File: config.mk
export PLATFORM = sky130hd
export DESIGN_NAME = prg_bank_mapper
export DESIGN_NICKNAME = d
export VERILOG_FILES = /design/src/rtl/prg_map_pkg.sv /design/src/rtl/prg_lock_track.sv /design/src/rtl/prg_wrap.sv /design/src/rtl/prg_bank_xlate.sv /design/src/rtl/wram_decode.sv /design/src/rtl/prg_bank_mapper.sv
export SDC_FILE = /design/constraint.sdc
export NUM_CORES = 1
export LEC_CHECK = 0
export BUFFER_PORTS_ARGS = -buffer_cell sky130_fd_sc_hd__buf_2
export CORE_MARGIN = 2
export CORE_UTILIZATION = 30
export CTS_BUF_LIST = sky130_fd_sc_hd__clkbuf_16
export CTS_CLUSTER_SIZE = 40
export DETAILED_ROUTE_END_ITERATION = 7
export PLACE_DENSITY = 0.79
export SKIP_LAST_GASP = 1
export SLEW_MARGIN = 20
export SYNTH_ARGS = -nofsm -noshare
export SYNTH_HDL_FRONTEND = slang
export SYNTH_HIERARCHICAL = 1
export SYNTH_SLANG_ARGS = --single-unit
File: constraint.sdc
create_clock -name clk_i -period 1 [get_ports clk_i]
set_input_delay 0.05 -clock clk_i [delete_from_list [all_inputs] [get_ports clk_i]]
set_output_delay 0.05 -clock clk_i [all_outputs]
set_load 0.05 [all_outputs]
File: src/rtl/prg_map_pkg.sv
package prg_map_pkg;
  typedef enum logic [1:0] {
    MODE_PAIR0  = 2'd0,
    MODE_PAIR1  = 2'd1,
    MODE_FIX_LO = 2'd2,
    MODE_FIX_HI = 2'd3
  } prg_mode_e;
endpackage

File: src/rtl/prg_lock_track.sv
module prg_lock_track (
  input  logic clk_i,
  input  logic rst_ni,
  input  logic wr_i,
  input  logic halt_bit_i,
  output logic unlocked_o
);
  logic prev_q, seen_low_q, unlocked_q;

  // prev_q mirrors the register A halt bit, which is high after reset
  always_ff @(posedge clk_i or negedge rst_ni) begin
    if (!rst_ni) begin
      prev_q     <= 1'b1;
      seen_low_q <= 1'b0;
      unlocked_q <= 1'b0;
    end else if (wr_i) begin
      prev_q <= halt_bit_i;
      if (!halt_bit_i) seen_low_q <= 1'b1;
      if (!prev_q && halt_bit_i && seen_low_q) unlocked_q <= 1'b1;
    end
  end

  assign unlocked_o = unlocked_q;


  unlock_sticky_chk: assert property (@(posedge clk_i) disable iff (!rst_ni)
    unlocked_q |=> unlocked_q);


  unlock_cause_chk: assert property (@(posedge clk_i) disable iff (!rst_ni)
    $rose(unlocked_q) |-> $past(wr_i && halt_bit_i));


  no_early_unlock_chk: assert property (@(posedge clk_i) disable iff (!rst_ni)
    (wr_i && !seen_low_q && !unlocked_q) |=> !unlocked_q);
endmodule

File: src/rtl/prg_wrap.sv
module prg_wrap #(
  parameter int MOD = 4,
  parameter int IW  = 4,
  parameter int OW  = 2
) (
  input  logic [IW-1:0] val_i,
  output logic [OW-1:0] val_o
);
  localparam bit POW2 = (MOD & (MOD - 1)) == 0;

  generate
    if (POW2) begin : g_mask
      assign val_o = OW'(val_i);
    end else begin : g_div
      assign val_o = OW'(32'(val_i) % 32'(MOD));
    end
  endgenerate
endmodule

File: src/rtl/prg_bank_xlate.sv
module prg_bank_xlate
  import prg_map_pkg::*;
#(
  parameter int PRG_BANKS16 = 8,
  localparam int BANK_W = $clog2(PRG_BANKS16),
  localparam int ROM_AW = BANK_W + 14
) (
  input  logic              unlocked_i,
  input  logic [14:0]       addr_i,
  input  prg_mode_e         mode_i,
  input  logic [3:1]        rega_i,
  input  logic [3:0]        regb_i,
  output logic [ROM_AW-1:0] rom_addr_o
);
  localparam int BASE    = PRG_BANKS16 / 2;
  localparam int CNT     = PRG_BANKS16 - BASE;
  localparam int SEL_W   = $clog2(CNT);
  localparam int B32_CNT = PRG_BANKS16 / 2;
  localparam int B32_W   = $clog2(B32_CNT);

  logic             hi;
  logic [3:0]       pick;
  logic             use_last;
  logic [SEL_W-1:0] wrapped;
  logic [SEL_W-1:0] sel16;
  logic [BANK_W-1:0] bank16;
  logic [B32_W-1:0] bank32;

  assign hi = addr_i[14];

  always_comb begin
    use_last = 1'b0;
    unique case (mode_i)
      MODE_PAIR0, MODE_PAIR1: pick = {regb_i[3:1], hi};
      MODE_FIX_LO:            pick = hi ? regb_i : 4'd0;
      MODE_FIX_HI: begin
        pick     = regb_i;
        use_last = hi;
      end
      default:                pick = regb_i;
    endcase
  end

  prg_wrap #(.MOD(CNT), .IW(4), .OW(SEL_W)) u_wrap16 (
    .val_i (pick),
    .val_o (wrapped)
  );

  prg_wrap #(.MOD(B32_CNT), .IW(2), .OW(B32_W)) u_wrap32 (
    .val_i (rega_i[2:1]),
    .val_o (bank32)
  );

  assign sel16  = use_last ? SEL_W'(CNT - 1) : wrapped;
  assign bank16 = BANK_W'(BASE) + BANK_W'(sel16);

  always_comb begin
    if (!unlocked_i)      rom_addr_o = ROM_AW'(addr_i);
    else if (!rega_i[3])  rom_addr_o = ROM_AW'({bank32, addr_i});
    else                  rom_addr_o = {bank16, addr_i[13:0]};
  end
endmodule

File: src/rtl/wram_decode.sv
module wram_decode #(
  parameter int          RAM_AW   = 13,
  parameter logic [15:0] RAM_BASE = 16'h6000
) (
  input  logic [15:0]       addr_i,
  input  logic              dis_i,
  output logic              sel_o,
  output logic [RAM_AW-1:0] addr_o
);
  localparam logic [15-RAM_AW:0] WIN = RAM_BASE[15:RAM_AW];

  assign sel_o  = (addr_i[15:RAM_AW] == WIN) && !dis_i;
  assign addr_o = addr_i[RAM_AW-1:0];
endmodule

File: src/rtl/prg_bank_mapper.sv
module prg_bank_mapper
  import prg_map_pkg::*;
#(
  parameter int PRG_BANKS16 = 8,
  localparam int ROM_AW = $clog2(PRG_BANKS16) + 14
) (
  input  logic              clk_i,
  input  logic              rst_ni,
  input  logic [15:0]       cpu_addr_i,
  input  logic [1:0]        ctrl_mode_i,
  input  logic [4:1]        rega_i,
  input  logic              rega_wr_i,
  input  logic [3:0]        regb_i,
  input  logic              wram_dis_i,
  output logic              rom_sel_o,
  output logic [ROM_AW-1:0] rom_addr_o,
  output logic              ram_sel_o,
  output logic [12:0]       ram_addr_o
);
  localparam int BANK_W = $clog2(PRG_BANKS16);
  localparam int BASE   = PRG_BANKS16 / 2;

  logic      unlocked;
  prg_mode_e mode;

  assign mode      = prg_mode_e'(ctrl_mode_i);
  assign rom_sel_o = cpu_addr_i[15];

  prg_lock_track u_lock (
    .clk_i      (clk_i),
    .rst_ni     (rst_ni),
    .wr_i       (rega_wr_i),
    .halt_bit_i (rega_i[4]),
    .unlocked_o (unlocked)
  );

  prg_bank_xlate #(.PRG_BANKS16(PRG_BANKS16)) u_xlate (
    .unlocked_i (unlocked),
    .addr_i     (cpu_addr_i[14:0]),
    .mode_i     (mode),
    .rega_i     (rega_i[3:1]),
    .regb_i     (regb_i),
    .rom_addr_o (rom_addr_o)
  );

  wram_decode #(.RAM_AW(13), .RAM_BASE(16'h6000)) u_wram (
    .addr_i (cpu_addr_i),
    .dis_i  (wram_dis_i),
    .sel_o  (ram_sel_o),
    .addr_o (ram_addr_o)
  );


  locked_map_chk: assert property (@(posedge clk_i) disable iff (!rst_ni)
    !unlocked |-> rom_addr_o == ROM_AW'(cpu_addr_i[14:0]));


  first_chip_offs_chk: assert property (@(posedge clk_i) disable iff (!rst_ni)
    (unlocked && !rega_i[3]) |-> rom_addr_o[14:0] == cpu_addr_i[14:0]);


  second_chip_chk: assert property (@(posedge clk_i) disable iff (!rst_ni)
    (unlocked && rega_i[3]) |-> rom_addr_o[ROM_AW-1:14] >= BANK_W'(BASE));


  fix_lo_chk: assert property (@(posedge clk_i) disable iff (!rst_ni)
    (unlocked && rega_i[3] && mode == MODE_FIX_LO && !cpu_addr_i[14])
      |-> rom_addr_o[ROM_AW-1:14] == BANK_W'(BASE));


  fix_hi_chk: assert property (@(posedge clk_i) disable iff (!rst_ni)
    (unlocked && rega_i[3] && mode == MODE_FIX_HI && cpu_addr_i[14])
      |-> rom_addr_o[ROM_AW-1:14] == BANK_W'(PRG_BANKS16 - 1));


  ram_dis_chk: assert property (@(posedge clk_i) disable iff (!rst_ni)
    wram_dis_i |-> !ram_sel_o);


  sel_excl_chk: assert property (@(posedge clk_i) disable iff (!rst_ni)
    $onehot0({rom_sel_o, ram_sel_o}));
endmodule

==> results of run 1 <==
-- area by class of cell --
type / count / area [sq um] / share of cell area (%)
repair buffers: 23 / 143.9 / 32.39
clock inverters: 1 / 3.754 / 0.8451
inverters: 3 / 11.26 / 2.535
clock buffers: 3 / 75.07 / 16.90
flip-flops and latches: 3 / 76.32 / 17.18
multi-input cells: 16 / 115.1 / 25.92
well taps: 15 / 18.77 / 4.225
-- timing repair --
action | 4_1_cts | 5_1_grt
endpoints found under the hold margin | 3 | 0
resized for setup | 5 | 3
endpoints found under the setup margin | 3 | 3
hold buffers | 1 | 0
buffers inserted | 2 | 0
-- stage by stage --
stage          TNS [ps]  power [W]  hold WS (ps)
6_report         -309.9  0.0009073         33.95
5_1_grt          -471.1  0.0009462         63.50
4_1_cts          -328.9  0.0009186         35.00
3_5_place_dp          0  0.0002711        -151.5
3_3_place_gp          0  0.0002694        -152.9
2_1_floorplan         0  0.0005137        -245.6
-- cell usage in the layout (no fill, tap or decap), drive strengths merged --
cell	instances
a21o	1
a21oi	3
a31oi	1
a32o	1
a41o	1
and4bb	1
buf	22
clkbuf	3
dfrtp	2
dfstp	1
dlygate4sd3	1
inv	4
nand2	2
nand3	1
nor2b	1
nor3b	1
o21a	1
o21ai	2
-- per-layer routing --
layer  share of wire, %  up-vias  track usage (%)
li1                   -      136                -
met4                  0        0            9.375
met1                 33      115            6.667
met5                  0        -                0
met2                 54       18            14.15
met3                 13        0            4.310
-- sequential cells by signal, indices dropped and copies added (netlist names) --
name,count
u_lock/seen_low_q,1
u_lock/unlocked_o,1
u_lock/prev_q,1
-- final timing paths --
check | start | endpoint | slack [ps] | cells after the start
setup / recovery | u_lock/unlocked_o | rom_addr_o[14] | -150 | 3
hold / removal | rega_wr_i | u_lock/prev_q | 30 | 2
setup reg to reg | u_lock/prev_q | u_lock/unlocked_o | 100 | 2
hold reg to reg | u_lock/seen_low_q | u_lock/seen_low_q | 450 | 1
max in group asynchronous | rst_ni | u_lock/prev_q | 660 | 2
min in group asynchronous | rst_ni | u_lock/seen_low_q | 150 | 2
-- power by group through the flow --
| stage | logic (W) | registers [W] | clock network (W) |
|---|---|---|---|
| 6_report | 0.000159 | 0.000129 | 0.000619 |
| 4_1_cts | 0.000156 | 0.000130 | 0.000633 |
| 2_1_floorplan | 0.000383 | 0.000131 | 0 |
| 3_3_place_gp | 0.000139 | 0.000131 | 0 |
| 3_5_place_dp | 0.000140 | 0.000131 | 0 |
| 5_1_grt | 0.000172 | 0.000130 | 0.000644 |
==> flow_metrics.tcl, run 1 <==
set metrics [dict create \
    path_clk_slew_ps 30 \
    syn_nets 84 \
    finalHoldViolations 0 \
    setup_viol 3 \
    worst_slack_ps -151.0 \
    ir_drop_mv 1.028 \
    io_buffers 20 \
    crit_arrival_ps 1100 \
    leakage_nw 0.2237 \
    violations "setup timing" \
    cp-start-kind "register" \
    fin_cells 64 \
    powerDensity_nw_per_um2 2043 \
    fillers 156 \
    rsz0062_at_grt "yes" \
    slowest_stage "dfrtp_1" \
    cts_root_buf "clkbuf_16" \
    worst-path-buf-inv 1 \
    drt_wl_total_microns 656 \
    finalMaxSlewViolations 0 \
    maxSlewHeadroom_pct 83.49 \
    p_clk_share_pct 68.2 \
    min_period_over_period_pct 115.1 \
    initial_core_util_pct 32.83 \
    fin_util_pct 33.30 \
    die_h_microns 42.21 \
    finClkSkew_ps 1.507 \
    htreeDepth 1 \
    grt_max_degree 6 \
    place_congestion 0.6585 \
    drtIter0Drc 1 \
    cp_max_fo 5 \
    path_delay_family "flip-flops" \
    insertion_delay_ps 220 \
    n_antenna_cell 0 \
    grt_usage_pct 8.531 \
    final_layout_size_suffix_gt1_share_pct 61.22 \
    required_ps 950 \
    syn_to_final_growth_pct 1.429 \
    yosys_warnings 6 \
    grt_pass1_wl_microns 1104 \
    internal_power_w 0.0007072 \
    syn_inst 54 \
    numCtsBuffers 3 \
    dr_total_vias 269 \
    switching_share_pct 22.05 \
    clock_sinks 3 \
    pre_cts_slack_ps 48.50 \
    seq_power_share_pct 14.3 \
    hp-class "in2reg" \
    rows 13 \
    synth_area_per_cell_sq_um 8.110 \
    wl_per_cell_microns 10.25 \
    place_area_sq_um 320.3 \
    dieArea_sq_um 1781 \
    slowest_delay_ps 410 \
    crit_chain "nand3_1 -> a32o_2 -> buf_6" \
    fin_crit_ps 1151 \
    boundaryPins 62 \
    synth_area_sq_um 437.9 \
    drcViolationCount 0 \
    antenna_found_initial 0 \
    worstMarginPinSlew_ps 249.4 \
    gr-total-overflow 0 \
    grt_pass1_vias 276 \
    p_sw_w 0.0002001 \
    nets 80 \
    end_kind "primary output" \
    via_per_inst 4.203 \
    dp_cells 57 \
    fmax_mhz 868.8 \
    core_sq_um 1334 \
    combPwrFrac_pct 17.5 \
    path_class "reg2out" \
    fin_area_sq_um 444.2 \
    status "complete, but fails checks" \
    clk_path_buf_depth 2 \
    cts_tree "done" \
    detail-route-antenna-nets 0 \
    dr.pass1.iters 3 \
    drv_cap 0 \
    die_w_microns 42.21 \
]
No activity file was read; power rests on OpenSTA's default activity.
==> inputs of run 2 (changes only) <==
- BUFFER_PORTS_ARGS: -buffer_cell sky130_fd_sc_hd__buf_2 -> unset
- CORE_AREA: unset -> 2 2 39 41
- CORE_MARGIN: 2 -> unset
- CORE_UTILIZATION: 30 -> unset
- CTS_BUF_LIST: sky130_fd_sc_hd__clkbuf_16 -> unset
- DIE_AREA: unset -> 0 0 41 43
- DONT_BUFFER_PORTS: unset -> 1
- GPL_TIMING_DRIVEN: unset -> 0
- PLACE_DENSITY: 0.79 -> unset
==> flow_metrics.tcl, run 2 (synthesized netlist as in run 1, its figures left out) <==
set metrics [dict create \
    crit_chain "nand3_2 -> a32o_2" \
    finClkSkew_ps 5.663 \
    gr-total-overflow 0 \
    r2r-start "u_lock/prev_q" \
    drtIter0Drc 1 \
    grt_usage_pct 8.141 \
    core_sq_um 1384 \
    drt_wl_total_microns 783 \
    grt_max_degree 6 \
    fin_util_pct 39.42 \
    slowest_delay_ps 430 \
    end_kind "primary output" \
    dieArea_sq_um 1763 \
    met1_usage_pct 7.742 \
    worstMarginPinSlew_ps 390.3 \
    internal_power_w 0.0003964 \
    nets 93 \
    cp-start-kind "register" \
    numCtsBuffers 3 \
    violations "setup timing" \
    layout_common_cells "buf_4, clkbuf_4, inv_1, dlygate4sd3_1" \
    path_clk_slew_ps 40 \
    antenna_found_initial 0 \
    fin_crit_ps 1098 \
    crit_start "u_lock/unlocked_o" \
    rows 14 \
    seq_power_share_pct 17.1 \
    combPwrFrac_pct 54.4 \
    io_buffers 0 \
    required_ps 950 \
    initial_core_util_pct 31.65 \
    dp_hpwl_microns 658.3 \
    p_clk_share_pct 28.5 \
    pre_cts_slack_ps -78.38 \
    fmax_mhz 911.1 \
    syn_to_final_growth_pct 24.57 \
    grt_use_met3_pct 3.141 \
    fin_cells 78 \
    drv_cap 0 \
    p_total_w 0.0007573 \
    gr-usage-met2_pct 13.13 \
    detail-route-antenna-nets 0 \
    dr.pass1.iters 4 \
    powerDensity_nw_per_um2 1388 \
    via_per_inst 4.372 \
    dr_total_vias 341 \
    wl_per_cell_microns 10.04 \
    p_sw_w 0.0003609 \
    slowest_stage "dfrtp_2" \
    cp_max_fo 5 \
    insertion_delay_ps 230 \
    place_area_sq_um 461.7 \
    leakage_nw 0.2741 \
    finalHoldViolations 0 \
    maxSlewHeadroom_pct 73.92 \
    status "complete, but fails checks" \
    grt_pass1_wl_microns 966 \
    path_class "reg2out" \
    min_period_over_period_pct 109.8 \
    grt_busiest_layer "met2" \
    fin_area_sq_um 545.5 \
    final_layout_size_suffix_gt1_share_pct 72.58 \
    worst_slack_ps -97.55 \
    rsz0062_at_grt "yes" \
    final_common_cell "buf_4" \
    cts_root_buf "clkbuf_4" \
    htreeDepth 1 \
    die_w_microns 41 \
    clk_path_buf_depth 2 \
    finalMaxSlewViolations 0 \
    cts_tree "done" \
    hp-class "in2async" \
    setup_viol 2 \
    dp_cells 70 \
    switching_share_pct 47.66 \
    drcViolationCount 0 \
    n_antenna_cell 0 \
    ir_drop_mv 0.6281 \
    die_h_microns 43 \
    clock_sinks 3 \
    crit_arrival_ps 1050 \
    place_congestion 0.5757 \
    boundaryPins 62 \
    grt_pass1_vias 263 \
]
-- run 2: cell types whose count changed in the layout (fill, tap and decap cells not counted), moves of 2 or more --
cell	delta
buf_4	+31
buf_2	-17
buf_6	-3
clkbuf_16	-3
clkbuf_4	+3
dlygate4sd3_1	+2
-- run 2: critical path: cells and delay by family (launching register included) --
| kind | cells | cell delay (ps) |
|---|---|---|
| AND/OR/NAND/NOR | 1 | 70 |
| AO/OA/AOI/OAI | 1 | 320 |
| flip-flops | 1 | 430 |
-- run 2: worst paths after layout --
kind,to,slack [ps],cells after the start
setup / recovery,rom_addr_o[14],-100,2
hold / removal,u_lock/seen_low_q,70,1
setup reg to reg,u_lock/unlocked_o,110,2
hold reg to reg,u_lock/seen_low_q,470,1
max in group asynchronous,u_lock/prev_q,710,1
min in group clk_i,rom_addr_o[15],200,1
-- run 2: per-stage QoR --
| step | hold WS, ps | setup TNS, ps |
|---|---|---|
| global route | 56.82 | -318.4 |
| detailed placement | -245.5 | -91.31 |
| CTS | 66.37 | -314.1 |
| floorplan | -245.6 | 0 |
| global placement | -245.5 | -90.59 |
| finish | 65.11 | -193.6 |
-- run 2: repair_timing --
item / in CTS / in global routing
endpoints found under the hold margin: 6 / 0
setup buffers: 1 / 0
resized for setup: 5 / 2
pin swaps: 0 / 1
setup endpoints to repair: 3 / 3
hold buffers: 3 / 0
-- run 2: layout make-up --
cell class	count	area (sq um)
flip-flops and latches	3	77.57
plain buffers	32	240.2
well taps	16	20.02
multi-input cells	16	132.6
clock buffers	4	26.28
fillers	138	838.3
inverters	3	11.26
repair buffers	4	37.54
-- run 2: per-layer routing --
layer  wire length [microns]  share of wire [%]  vias to the layer above
met5                       0                  0                        -
met4                       0                  0                        0
met3                     165                 21                        0
met1                     211                 27                      146
li1                        -                  -                      163
met2                     406                 52                       32
-- run 2: power by group through the flow --
stage,logic [W],clock network [W],registers [W]
2_1_floorplan,0.000383,0,0.000131
3_3_place_gp,0.000392,0,0.000131
3_5_place_dp,0.000392,0,0.000131
4_1_cts,0.000413,0.000224,0.000130
5_1_grt,0.000429,0.000244,0.000130
6_report,0.000412,0.000216,0.000129
==> inputs of run 3 (changes only) <==
==> constraint.sdc (replaced) <==
create_clock -name clk_i -period 1 [get_ports clk_i]
set_input_delay 0.25 -clock clk_i [delete_from_list [all_inputs] [get_ports clk_i]]
set_output_delay 0.25 -clock clk_i [all_outputs]
set_load 0.05 [all_outputs]
==> flow_metrics.tcl, run 3 (synthesized netlist as in run 1, its figures left out) <==
set metrics [dict create \
    insertion_delay_ps 230 \
    fin_crit_ps 1305 \
    drtIter0Drc 0 \
    maxSlewHeadroom_pct 74.39 \
    seq_power_share_pct 17.3 \
    place_congestion 0.5472 \
    final_layout_size_suffix_gt1_share_pct 77.05 \
    violations "setup timing" \
    leakage_nw 0.2720 \
    finalMaxSlewViolations 0 \
    n_antenna_cell 0 \
    finClkSkew_ps 4.325 \
    grt_pass1_wl_microns 1028 \
    rsz0062_at_grt "yes" \
    clk_path_buf_depth 2 \
    fillers 161 \
    internal_power_w 0.0003961 \
    drcViolationCount 0 \
    combPwrFrac_pct 54.8 \
    htreeDepth 1 \
    boundaryPins 62 \
    grt_use_met3_pct 3.665 \
    cp-start-kind "register" \
    clock_sinks 3 \
    worstMarginPinSlew_ps 383.3 \
    antenna_found_initial 0 \
    path_clk_slew_ps 40 \
    die_h_microns 43 \
    fmax_mhz 766.1 \
    wl_per_cell_microns 10.38 \
    path_class "reg2out" \
    finalHoldViolations 0 \
    numCtsBuffers 3 \
    gr-total-overflow 0 \
    syn_to_final_growth_pct 27.14 \
    drv_cap 0 \
    met1_usage_pct 8.710 \
    pre_cts_slack_ps -249.3 \
    via_per_inst 4.468 \
    switching_share_pct 47.14 \
    setup_viol 3 \
    min_period_over_period_pct 130.5 \
    dr.pass1.iters 1 \
    ir_drop_mv 0.6770 \
    worst_slack_ps -305.3 \
    grt_busiest_layer "met2" \
    crit_arrival_ps 1060 \
    dr_total_vias 344 \
    end_kind "primary output" \
    grt_pass1_vias 285 \
    final_common_cell "buf_4" \
    cp_max_fo 5 \
    required_ps 750 \
    cts_tree "done" \
    layout_common_cells "buf_4, clkbuf_4, inv_1, nand2_1" \
    cts_root_buf "clkbuf_4" \
    rows 14 \
    detail-route-antenna-nets 0 \
    status "complete, but fails checks" \
    powerDensity_nw_per_um2 1346 \
    nets 92 \
    place_area_sq_um 490.5 \
    initial_core_util_pct 31.65 \
    p_total_w 0.0007493 \
    fin_area_sq_um 556.8 \
    multi_input_area_sq_um 152.6 \
    hp-class "in2reg" \
    grt_usage_pct 8.844 \
    p_sw_w 0.0003532 \
    regArea_sq_um 77.57 \
    drt_wl_total_microns 799 \
    dieArea_sq_um 1763 \
    io_buffers 0 \
    grt_max_degree 6 \
    p_clk_share_pct 28.0 \
    core_sq_um 1384 \
    die_w_microns 41 \
    fin_util_pct 40.24 \
    gr-usage-met2_pct 13.13 \
]
-- run 3: cell count changes in the layout (fill, tap and decap cells not counted), sizes merged --
cell         before  now
buf              33   34
dlygate4sd3       3    1
-- run 3: final cells by class --
cell class / count / area share [%]
multi-input combinational: 16 / 27.42
buffer: 32 / 43.15
sequential: 3 / 13.93
timing repair buffer: 3 / 5.169
inverter: 3 / 2.022
clock buffer: 4 / 4.719
tap: 16 / 3.596
-- run 3: worst paths after layout --
check | from | to | slack [ps] | depth (start not counted)
max in group asynchronous | rst_ni | u_lock/prev_q | 510 | 1
hold / removal | rega_wr_i | u_lock/prev_q | 90 | 1
min in group asynchronous | rst_ni | u_lock/seen_low_q | 270 | 1
setup / recovery | u_lock/unlocked_o | rom_addr_o[14] | -310 | 2
hold reg to reg | u_lock/seen_low_q | u_lock/seen_low_q | 460 | 1
setup reg to reg | u_lock/prev_q | u_lock/unlocked_o | 110 | 2
-- run 3: per-stage QoR --
stage | TNS (ps) | hold WS [ps] | cells
2_1_floorplan | -333.5 | -45.59 | 54
3_3_place_gp | -366.4 | -45.52 | 70
3_5_place_dp | -387.2 | -45.50 | 70
4_1_cts | -872.2 | 80.03 | 77
5_1_grt | -893.3 | 85.83 | 77
6_report | -780.7 | 87.97 | 77
-- run 3: critical path, stage by stage (launching register included) --
cell and delay (ps):
dfrtp_2 430, nand3_1 80, a32o_2 320
-- run 3: what timing repair did --
item / in CTS / in global routing
endpoints found under the hold margin: 3 / 0
hold buffers: 1 / 0
endpoints found under the setup margin: 3 / 3
gates resized for setup: 3 / 2
setup buffers: 2 / 0
-- run 3: power groups by stage --
stage | sequential [W] | clock (W) | combinational [W]
5_1_grt | 0.000130 | 0.000241 | 0.000424
2_1_floorplan | 0.000131 | 0 | 0.000394
4_1_cts | 0.000129 | 0.000224 | 0.000413
3_3_place_gp | 0.000131 | 0 | 0.000403
6_report | 0.000129 | 0.000209 | 0.000410
3_5_place_dp | 0.000131 | 0 | 0.000404
-- run 3: layer usage --
layer / part of all wire (%) / vias to the layer above
met1: 27 / 148
met5: 0 / -
met2: 49 / 34
met4: 0 / 0
met3: 24 / 0
li1: - / 162
